**config.mk**
```make
export PLATFORM = sky130hd
export DESIGN_NAME = pwm_outstage
export DESIGN_NICKNAME = d
export VERILOG_FILES = /design/src/rtl/pwm_os_pkg.sv /design/src/rtl/pwm_dt_delay.sv /design/src/rtl/pwm_swovr_buf.sv /design/src/rtl/pwm_ovr_resolve.sv /design/src/rtl/pwm_outstage.sv
export SDC_FILE = /design/constraint.sdc
export NUM_CORES = 1
export LEC_CHECK = 0
export BUFFER_PORTS_ARGS = -buffer_cell sky130_fd_sc_hd__buf_2
export CAP_MARGIN = 5
export CELL_PAD_IN_SITES_DETAIL_PLACEMENT = 0
export CELL_PAD_IN_SITES_GLOBAL_PLACEMENT = 1
export CORE_MARGIN = 4
export CORE_UTILIZATION = 41
export CTS_BUF_LIST = sky130_fd_sc_hd__clkbuf_8
export DETAILED_ROUTE_END_ITERATION = 6
export PLACE_DENSITY_LB_ADDON = 0.15
export SLEW_MARGIN = 0
export SYNTH_ARGS = -nofsm -noshare
export SYNTH_HDL_FRONTEND = slang
export SYNTH_HIERARCHICAL = 1
export SYNTH_SLANG_ARGS = --single-unit
```
**constraint.sdc**
```tcl
create_clock -name clk -period 2.6 [get_ports clk]
set_input_delay 0.13 -clock clk [delete_from_list [all_inputs] [get_ports clk]]
set_output_delay 0.13 -clock clk [all_outputs]
set_load 0.05 [all_outputs]
```
**src/rtl/pwm_os_pkg.sv**
```systemverilog
package pwm_os_pkg;

    typedef enum logic [1:0] {
        OM_COMP     = 2'b00,
        OM_INDEP    = 2'b01,
        OM_PUSHPULL = 2'b10,
        OM_COMP_ALT = 2'b11
    } pin_mode_e;

    // bit 1 = high pin, bit 0 = low pin
    typedef logic [1:0] pin_pair_t;

    typedef struct packed {
        logic      active;
        pin_pair_t state;
    } ovr_level_t;

    function automatic logic mode_is_comp(input pin_mode_e m);
        return (m == OM_COMP) || (m == OM_COMP_ALT);
    endfunction

endpackage

```
**src/rtl/pwm_dt_delay.sv**
```systemverilog
module pwm_dt_delay #(
    parameter int CNT_W = 11
) (
    input  logic             clk,
    input  logic             rst_n,
    input  logic             want,
    input  logic             bypass,
    input  logic [CNT_W-1:0] delay,
    output logic             drive_nx
);

    typedef struct packed {
        logic             prev;
        logic [CNT_W-1:0] cnt;
    } dt_state_t;

    dt_state_t st_d, st_q;
    logic      active;

    always_comb begin
        st_d      = st_q;
        st_d.prev = want;
        active    = 1'b0;
        if (!want) begin
            st_d.cnt = '0;
        end else if (!st_q.prev) begin
            // new rising edge: capture delay, restart count
            st_d.cnt = delay;
            active   = (delay == '0);
        end else if (st_q.cnt <= CNT_W'(1)) begin
            st_d.cnt = '0;
            active   = 1'b1;
        end else begin
            st_d.cnt = st_q.cnt - CNT_W'(1);
        end
        drive_nx = bypass ? want : active;
    end

    always_ff @(posedge clk or negedge rst_n) begin
        if (!rst_n) st_q <= '0;
        else        st_q <= st_d;
    end

endmodule

```
**src/rtl/pwm_swovr_buf.sv**
```systemverilog
module pwm_swovr_buf #(
    parameter int PINS = 2
) (
    input  logic            clk,
    input  logic            rst_n,
    input  logic            wr,
    input  logic [PINS-1:0] wr_en,
    input  logic [PINS-1:0] wr_val,
    input  logic            apply_now,
    input  logic            soc,
    output logic [PINS-1:0] en_nx,
    output logic [PINS-1:0] val_nx
);

    typedef struct packed {
        logic [PINS-1:0] stage_en;
        logic [PINS-1:0] stage_val;
        logic [PINS-1:0] live_en;
        logic [PINS-1:0] live_val;
    } swb_state_t;

    swb_state_t st_d, st_q;

    always_comb begin
        st_d = st_q;
        if (wr) begin
            st_d.stage_en  = wr_en;
            st_d.stage_val = wr_val;
        end
        if (wr && apply_now) begin
            st_d.live_en  = wr_en;
            st_d.live_val = wr_val;
        end else if (soc) begin
            st_d.live_en  = st_d.stage_en;
            st_d.live_val = st_d.stage_val;
        end
        en_nx  = st_d.live_en;
        val_nx = st_d.live_val;
    end

    always_ff @(posedge clk or negedge rst_n) begin
        if (!rst_n) st_q <= '0;
        else        st_q <= st_d;
    end

endmodule

```
**src/rtl/pwm_ovr_resolve.sv**
```systemverilog
module pwm_ovr_resolve
    import pwm_os_pkg::*;
#(
    parameter int NUM_HW = 4
) (
    input  pin_pair_t               base,
    input  ovr_level_t [NUM_HW-1:0] hw_lvl,   // index NUM_HW-1 strongest
    input  pin_pair_t               sw_en,
    input  pin_pair_t               sw_val,
    input  logic                    comp,
    output pin_pair_t               pins
);

    pin_pair_t merged;

    always_comb begin
        for (int b = 0; b < 2; b++) begin
            merged[b] = sw_en[b] ? sw_val[b] : base[b];
        end
        // walk weakest to strongest so the strongest active level wins
        for (int i = 0; i < NUM_HW; i++) begin
            if (hw_lvl[i].active) merged = hw_lvl[i].state;
        end
        pins = (comp && (merged == 2'b11)) ? 2'b00 : merged;
    end

endmodule

```
**src/rtl/pwm_outstage.sv**
```systemverilog
module pwm_outstage
    import pwm_os_pkg::*;
#(
    parameter int DT_W     = 14,
    parameter int DT_CNT_W = 11
) (
    input  logic            clk,
    input  logic            rst_n,
    input  logic            raw_pwm,
    input  logic            cyc_start,
    input  logic [1:0]      pin_mode,
    input  logic [DT_W-1:0] dt_hi,
    input  logic [DT_W-1:0] dt_lo,
    input  logic            dbg_halt,
    input  logic [1:0]      dbg_state,
    input  logic            flt_act,
    input  logic [1:0]      flt_state,
    input  logic            clim_act,
    input  logic [1:0]      clim_state,
    input  logic            ffwd_act,
    input  logic [1:0]      ffwd_state,
    input  logic            sw_wr,
    input  logic [1:0]      sw_en,
    input  logic [1:0]      sw_val,
    input  logic            sw_now,
    output logic            out_hi,
    output logic            out_lo,
    output logic            steer
);

    localparam int NUM_HW = 4;
    localparam int SIDES  = 2;

    typedef struct packed {
        pin_pair_t pins;
        logic      steer;
    } os_state_t;

    os_state_t st_d, st_q;

    pin_mode_e  mode;
    logic       comp, pushpull, indep;
    logic       steer_eff;
    logic [SIDES-1:0] want;
    logic [SIDES-1:0] drive;
    logic [DT_CNT_W-1:0] dly [SIDES];
    pin_pair_t  sw_en_nx, sw_val_nx, pins_nx;
    ovr_level_t [NUM_HW-1:0] hw_lvl;
    logic       dt_unused_bits;

    assign mode     = pin_mode_e'(pin_mode);
    assign comp     = mode_is_comp(mode);
    assign pushpull = (mode == OM_PUSHPULL);
    assign indep    = (mode == OM_INDEP);

    assign dly[1] = dt_hi[DT_CNT_W-1:0];
    assign dly[0] = dt_lo[DT_CNT_W-1:0];
    assign dt_unused_bits = ^{dt_hi[DT_W-1:DT_CNT_W], dt_lo[DT_W-1:DT_CNT_W]};

    always_comb begin
        steer_eff = pushpull ? (st_q.steer ^ cyc_start) : 1'b0;
        if (indep) begin
            want = {raw_pwm, raw_pwm};
        end else if (pushpull) begin
            want = {raw_pwm & ~steer_eff, raw_pwm & steer_eff};
        end else begin
            want = {raw_pwm, ~raw_pwm};
        end
    end

    generate
        for (genvar gs = 0; gs < SIDES; gs++) begin : g_side
            pwm_dt_delay #(.CNT_W(DT_CNT_W)) i_dt (
                .clk      (clk),
                .rst_n    (rst_n),
                .want     (want[gs]),
                .bypass   (~comp),
                .delay    (dly[gs]),
                .drive_nx (drive[gs])
            );
        end
    endgenerate

    pwm_swovr_buf #(.PINS(2)) i_swbuf (
        .clk       (clk),
        .rst_n     (rst_n),
        .wr        (sw_wr),
        .wr_en     (sw_en),
        .wr_val    (sw_val),
        .apply_now (sw_now),
        .soc       (cyc_start),
        .en_nx     (sw_en_nx),
        .val_nx    (sw_val_nx)
    );

    // index 0 weakest ... NUM_HW-1 strongest
    assign hw_lvl[0] = '{active: ffwd_act, state: ffwd_state};
    assign hw_lvl[1] = '{active: clim_act, state: clim_state};
    assign hw_lvl[2] = '{active: flt_act,  state: flt_state};
    assign hw_lvl[3] = '{active: dbg_halt, state: dbg_state};

    pwm_ovr_resolve #(.NUM_HW(NUM_HW)) i_resolve (
        .base   (drive),
        .hw_lvl (hw_lvl),
        .sw_en  (sw_en_nx),
        .sw_val (sw_val_nx),
        .comp   (comp),
        .pins   (pins_nx)
    );

    always_comb begin
        st_d       = st_q;
        st_d.pins  = pins_nx;
        st_d.steer = steer_eff;
    end

    always_ff @(posedge clk or negedge rst_n) begin
        if (!rst_n) st_q <= '0;
        else        st_q <= st_d;
    end

    assign out_hi = st_q.pins[1];
    assign out_lo = st_q.pins[0];
    assign steer  = st_q.steer;

endmodule

```
# After elaboration in Yosys (flattened, before gate mapping)

Index checks and enable logic that the tools add are counted.

Flip-flop bits (word level): 35
Output and inout port bits: 3
Logic and storage cells: 56

Add/sub/neg operators: 2
Magnitude comparators: 2
Equality and inequality tests: 4
Muxes and demuxes: 27
Bitwise operators: 5
Reduce and logical (&&, ||, !) cells: 6

Operators by type and width:

| cell                    | number |
|---|---|
| $mux W11                | 6 |
| $le A11 B1 Y1 const B   | 2 |
| $logic_not A11 Y1       | 2 |
| $sub A11 B1 Y11 const B | 2 |
| $mux W2                 | 7 |
| $mux W4                 | 3 |
| $mux W1                 | 11 |
| $eq A2 B2 Y1 const B    | 3 |
| $and A1 B1 Y1           | 2 |
| $eq A2 B1 Y1 const B    | 1 |
| $logic_and A1 B1 Y1     | 2 |
| $logic_not A2 Y1        | 1 |
| $not A1 Y1              | 2 |
| $logic_or A1 B1 Y1      | 1 |
| $xor A1 B1 Y1           | 1 |

# Depth between registers and ports, before layout

Depth after elaboration: 16
Mapped depth: 10
Mapped depth without buffers: 10

# Modules after synthesis

Netlist, hierarchy kept.

Modules (own cells, without submodules):

| module          | times used | cells each | area an instance (µm²) | sequential area each (µm²) |
|---|---|---|---|---|
| pwm_dt_delay    | 2          | 78         | 701.9                  | 300.3 |
| pwm_swovr_buf   | 1          | 36         | 404.1                  | 200.2 |
| pwm_outstage    | 1          | 16         | 162.7                  | 75.1 |
| pwm_ovr_resolve | 1          | 23         | 138.9                  | 0.0 |

# Worst setup path after synthesis

No wires, ideal clock.

Kind: reg2reg
Start: register g_side[1].i_dt/st_q[4] (netlist name)
End: register st_q, in the netlist out_lo
Library setup time: 0.124 ns
Data arrival time: 2.100 ns
Required time: 2.476 ns
Slack: 0.376 ns
Stages on the path, launching flop included: 10
Clock period less this slack: 2.224 ns
Path through: dfrtp_1 or4_4 or3_1 buf_2 nor3_1 o31a_1 mux2i_1 o211a_1 o211ai_1 nand2_1

Longest elaborated chain between the ends: 13

Ends and longest elaborated chain:

| item                   | RTL line              | RTL |
|---|---|---|
| start, declared        | pwm_dt_delay.sv:17    | `dt_state_t st_d, st_q;` |
| start signal, assigned | pwm_dt_delay.sv:41    | `else st_q <= st_d;` |
| $le A11 B1 Y1          | pwm_dt_delay.sv:30    | `end else if (st_q.cnt <= CNT_W'(1)) begin` |
| $mux W1                | pwm_dt_delay.sv:30    |  |
| $mux W1                | pwm_dt_delay.sv:26    | `end else if (!st_q.prev) begin` |
| $mux W1                | pwm_dt_delay.sv:24    | `if (!want) begin` |
| $mux W1                | pwm_dt_delay.sv:36    | `drive_nx = bypass ? want : active;` |
| via drive[1]           | pwm_outstage.sv:45    | `logic [SIDES-1:0] drive;` |
| $mux W1                | pwm_ovr_resolve.sv:18 | `merged[b] = sw_en[b] ? sw_val[b] : base[b];` |
| $mux W2 (4 in a row)   | pwm_ovr_resolve.sv:22 | `if (hw_lvl[i].active) merged = hw_lvl[i].state;` |
| $eq A2 B2 Y1           | pwm_ovr_resolve.sv:24 | `pins = (comp && (merged == 2'b11)) ? 2'b00 : merged;` |
| $logic_and A1 B1 Y1    | pwm_ovr_resolve.sv:24 |  |
| $mux W2                | pwm_ovr_resolve.sv:24 |  |
| via pins_nx[0]         | pwm_outstage.sv:47    | `pin_pair_t sw_en_nx, sw_val_nx, pins_nx;` |
| end signal, assigned   | pwm_outstage.sv:119   | `else st_q <= st_d;` |
| end, declared          | pwm_outstage.sv:39    | `os_state_t st_d, st_q;` |

The timed path passes the listed nets, and every way through them passes these cells.

# Worst setup path after layout

Start: register g_side[0].i_dt/st_q[4] (netlist name)
End: register st_q, in the netlist out_hi

Longest elaborated chain between the ends: 13

Ends and longest elaborated chain:

| item                   | RTL line |
|---|---|
| start, declared        | pwm_dt_delay.sv:17 |
| start signal, assigned | pwm_dt_delay.sv:41 |
| $le A11 B1 Y1          | pwm_dt_delay.sv:30 |
| $mux W1                | pwm_dt_delay.sv:30 |
| $mux W1                | pwm_dt_delay.sv:26 |
| $mux W1                | pwm_dt_delay.sv:24 |
| $mux W1                | pwm_dt_delay.sv:36 |
| via drive[0]           | pwm_outstage.sv:45 |
| $mux W1                | pwm_ovr_resolve.sv:18 |
| $mux W2 (4 in a row)   | pwm_ovr_resolve.sv:22 |
| $eq A2 B2 Y1           | pwm_ovr_resolve.sv:24 |
| $logic_and A1 B1 Y1    | pwm_ovr_resolve.sv:24 |
| $mux W2                | pwm_ovr_resolve.sv:24 |
| via pins_nx[1]         | pwm_outstage.sv:47 |

The timed path passes the listed nets, and every way through them passes these cells.

==> results.py <==
metrics = {
    "sta": {
        "worstMarginPinSlew_ns": 0.7730,
        "period_share": 0.8994,
        "period_minus_slack_ns": 2.338,
        "hold_viol_final": 0,
        "fin_worst_skew_ns": 0.002923,
        "rsz0062_at_grt": "false",
        "tns_ns": 0,
        "worst_slew_margin_rel": 0.4846,
        "drv_slew": 0,
        "layout_setup_ws_ns": 0.2616,
        "clock.fmax_mhz": 427.6,
        "setup_viol": 0,
    },
    "global_routing": {
        "grt_max_degree": 36,
        "grt-ovfl-total": 0,
        "grt_pass1_vias": 1808,
        "antenna_found_initial": 0,
        "track_usage": 0.1668,
        "grt_pass1_wl_um": 8321,
    },
    "pwr": {
        "switching_share": 0.3286,
        "power.density_mw_per_mm2": 615.0,
        "ir_drop_mv": 0.1938,
        "p_comb_frac": 0.302,
        "power_switching_uw": 503.2,
        "p_leak_uw": 0.001124,
        "seq_power_share": 0.438,
        "p_clk_frac": 0.260,
        "intPower_uw": 1028,
    },
    "worst_setup_path": {
        "cp_data_arrival_time_ns": 2.52,
        "worstRegToRegCells": 8,
        "cp-start-kind": "flip-flop",
        "required_ns": 2.78,
        "critical_path_class": "reg -> reg",
        "path_max_fanout": 7,
        "reg2reg_slack_ns": 0.26,
        "r2r_start": "g_side[0].i_dt/st_q[4]$_DFF_PN0_",
        "end_kind": "flip-flop",
        "crit_end": "out_hi$_DFF_PN0_",
        "cp-startpoint": "g_side[0].i_dt/st_q[4]$_DFF_PN0_",
        "reg2reg_to": "out_hi$_DFF_PN0_",
    },
    "cts": {
        "post_cts_buffers": 0,
        "clock_latency_ns": 0.28,
        "h-tree-depth": 2,
        "cts_buffers": 5,
        "cts_tree": "built",
        "post_cts_resized": 0,
        "clock_sinks": 35,
        "cts_buffer_depth": 2,
        "cts_root_buffer": "clkbuf_8",
        "clkTransAtPathRegs_ns": 0.07,
    },
    "status": {
        "outcome": "finished clean",
    },
    "yosys": {
        "synth_top_flop_cell": "dfrtp_1",
        "postSynthAreaPerCell_um2": 9.132,
        "syn_area_mm2": 0.002110,
        "yosysUniqueCellTypes": 42,
        "ys_async_sr_fraction": 1.000,
        "synth_top_family_by_area": "compound AO/OA/AOI/OAI gates",
        "postSynthNetCount": 289,
        "syn_inst": 231,
        "synth_top_area_frac": 0.4152,
        "synth_edf_count": 0,
        "synthMuxAreaShare": 0.03084,
        "yosys.area_share.xor_xnor": 0.05397,
        "yosysTopAreaCell": "dfrtp_1",
        "yosys.area_share.simple": 0.1981,
        "yosys_register_bits": 35,
        "synth_compound_area_frac": 0.2094,
        "yosysSeqAreaShare": 0.4152,
        "synthAdderAreaFrac": 0.03559,
        "ys_warn_count": 6,
        "yosys-top-cells-area": "dfrtp_1 (42%), o21ai_0 (5.9%), nand2_1 (3.7%)",
    },
    "floorplan": {
        "initial_core_util": 0.4351,
        "fp.coreArea_mm2": 0.004848,
        "io_pins": 55,
        "dieArea_mm2": 0.006357,
        "fp.dieW_um": 79.73,
        "rows": 25,
        "die_y_um": 79.73,
    },
    "placement": {
        "dpl.hpwl_um": 3627,
        "placed_area_mm2": 0.002392,
        "port_buffers": 48,
        "pre_cts_ws_ns": 0.2640,
        "place_congestion": 0.7511,
    },
    "drt": {
        "drcViolationCount": 0,
        "dr_wl_met3_um": 354,
        "wl_met1_um": 2435,
        "routed_via_density": 5.254,
        "first_pass_iters": 4,
        "via_count": 1818,
        "met2WireLength_um": 1881,
        "ant_nets": 0,
        "highest_layer": "met4",
        "routed_wl_um": 4726,
        "wire_per_inst_um": 13.66,
        "drt-initial-drc-count": 94,
    },
    "job": {
        "maxCapViolCount": 0,
    },
    "layout": {
        "antenna_cells": 0,
        "n_fill_cell": 462,
        "stdcell_area_mm2": 0.002490,
        "nNetsFinal": 337,
        "drive_above_1_share": 0.2545,
        "multi_input_area_mm2": 0.001114,
        "regArea_um2": 875.8,
        "area_growth_pct": 18.03,
    },
    "min_path": {
        "hold_path_class": "in -> reg",
        "hold_path_depth": 3,
    },
}
## worst max-delay path, stage by stage, from the launching register on
cell      delay, ns
dfrtp_1        0.43
or4_4          0.55
or3_1          0.43
nor3_1         0.17
o31a_1         0.13
mux2i_1        0.07
o211ai_1       0.20
a32oi_1        0.13
o21a_1         0.12
## layer usage
metal	vias up	GRT usage
li1	931	-
met2	60	0.2270
met5	-	0
met3	6	0.04063
met4	0	0.05574
met1	821	0.2546
## sequential cells by signal, summed over array words and instances, names as in the netlist
register	cells
i_swbuf/st_q	8
out_hi	1
out_lo	1
steer	1
g_side.i_dt/st_q	24
## worst min-delay path by stage
stage | slack (ns) | end | from
detailed placement | 0.26 | steer$_DFF_PN0_ | rst_n
global route | 0.06 | g_side[0].i_dt/st_q[6]$_DFF_PN0_ | dt_lo[6]
global placement | 0.27 | steer$_DFF_PN0_ | rst_n
floorplan | -0.17 | g_side[0].i_dt/st_q[0]$_DFF_PN0_ | rst_n
CTS | 0.05 | g_side[1].i_dt/st_q[6]$_DFF_PN0_ | dt_hi[6]
finish | 0.06 | g_side[0].i_dt/st_q[6]$_DFF_PN0_ | dt_lo[6]
## cell families after synthesis
logic type,after synthesis
compound gates,69
flops,35
simple gates,77
fa+ha+maj,6
buf+inv,25
mux,6
xor+xnor,13
## synth_stat cells (3+ instances only)
library cell / number
buf_4: 4
nor2_1: 10
buf_2: 3
a21boi_0: 6
inv_1: 13
o211ai_1: 8
nand2_1: 21
mux2_2: 4
nor2b_1: 6
nor3_1: 13
o21ai_0: 25
a21oi_1: 5
clkbuf_1: 4
a211oi_1: 6
a31oi_1: 4
xor2_1: 5
nor4_1: 8
dfrtp_1: 35
xnor2_1: 8
o22ai_1: 4
ha_1: 6
## repair_timing
| action | in CTS | in global routing |
|---|---|---|
| hold buffers | 1 | 0 |
| hold endpoints to repair | 35 | 0 |
| setup endpoints to repair | 0 | 0 |
## per-stage QoR
step / instances / hold slack (ns) / util / total power [uW]
after global placement: 338 / 0.2670 / 0.4934 / 1142
after detailed placement: 338 / 0.2642 / 0.4934 / 1141
after CTS: 346 / 0.05214 / 0.5135 / 1549
after floorplan: 231 / -0.1656 / - / 1008
after global routing: 346 / 0.06121 / 0.5135 / 1642
final: 346 / 0.06352 / 0.5135 / 1531
## cell usage in the layout (no fill, tap or decap), types with 2 or more instances in the layout
| master | instances |
|---|---|
| or3_1 | 2 |
| a21oi_1 | 5 |
| nor2b_1 | 6 |
| or4_1 | 2 |
| dfrtp_1 | 35 |
| o211ai_1 | 8 |
| nor2_1 | 10 |
| a21boi_0 | 6 |
| or4_4 | 2 |
| mux2_2 | 4 |
| nor4_1 | 8 |
| mux2i_1 | 2 |
| o22ai_1 | 4 |
| a311oi_1 | 2 |
| buf_4 | 4 |
| nand3b_1 | 2 |
| nor3_1 | 13 |
| xnor2_1 | 8 |
| a31oi_1 | 4 |
| clkbuf_8 | 6 |
| inv_1 | 13 |
| ha_1 | 6 |
| or4b_1 | 2 |
| a211oi_1 | 6 |
| o31a_1 | 2 |
| xor2_1 | 5 |
| nand2_1 | 21 |
| buf_2 | 48 |
| o21ai_0 | 25 |
| or3b_2 | 2 |
| nand3_1 | 2 |
| and3_1 | 2 |
| o21ai_1 | 2 |
## cell type report
class,count,area share
clock inverters,1,0.002010
clock buffers,6,0.03317
well taps,67,0.03367
multi-input cells,171,0.4472
flip-flops and latches,35,0.3518
inverters,13,0.01960
repair buffers,53,0.1126
## power by group through the flow
stage               combinational [uW]  sequential, uW  clock (uW)
floorplan                          329             679           0
global placement                   463             680           0
detailed placement                 461             680           0
CTS                                465             671         413
global route                       526             684         432
finish                             462             671         398
No activity file was read; power rests on OpenSTA's default activity.
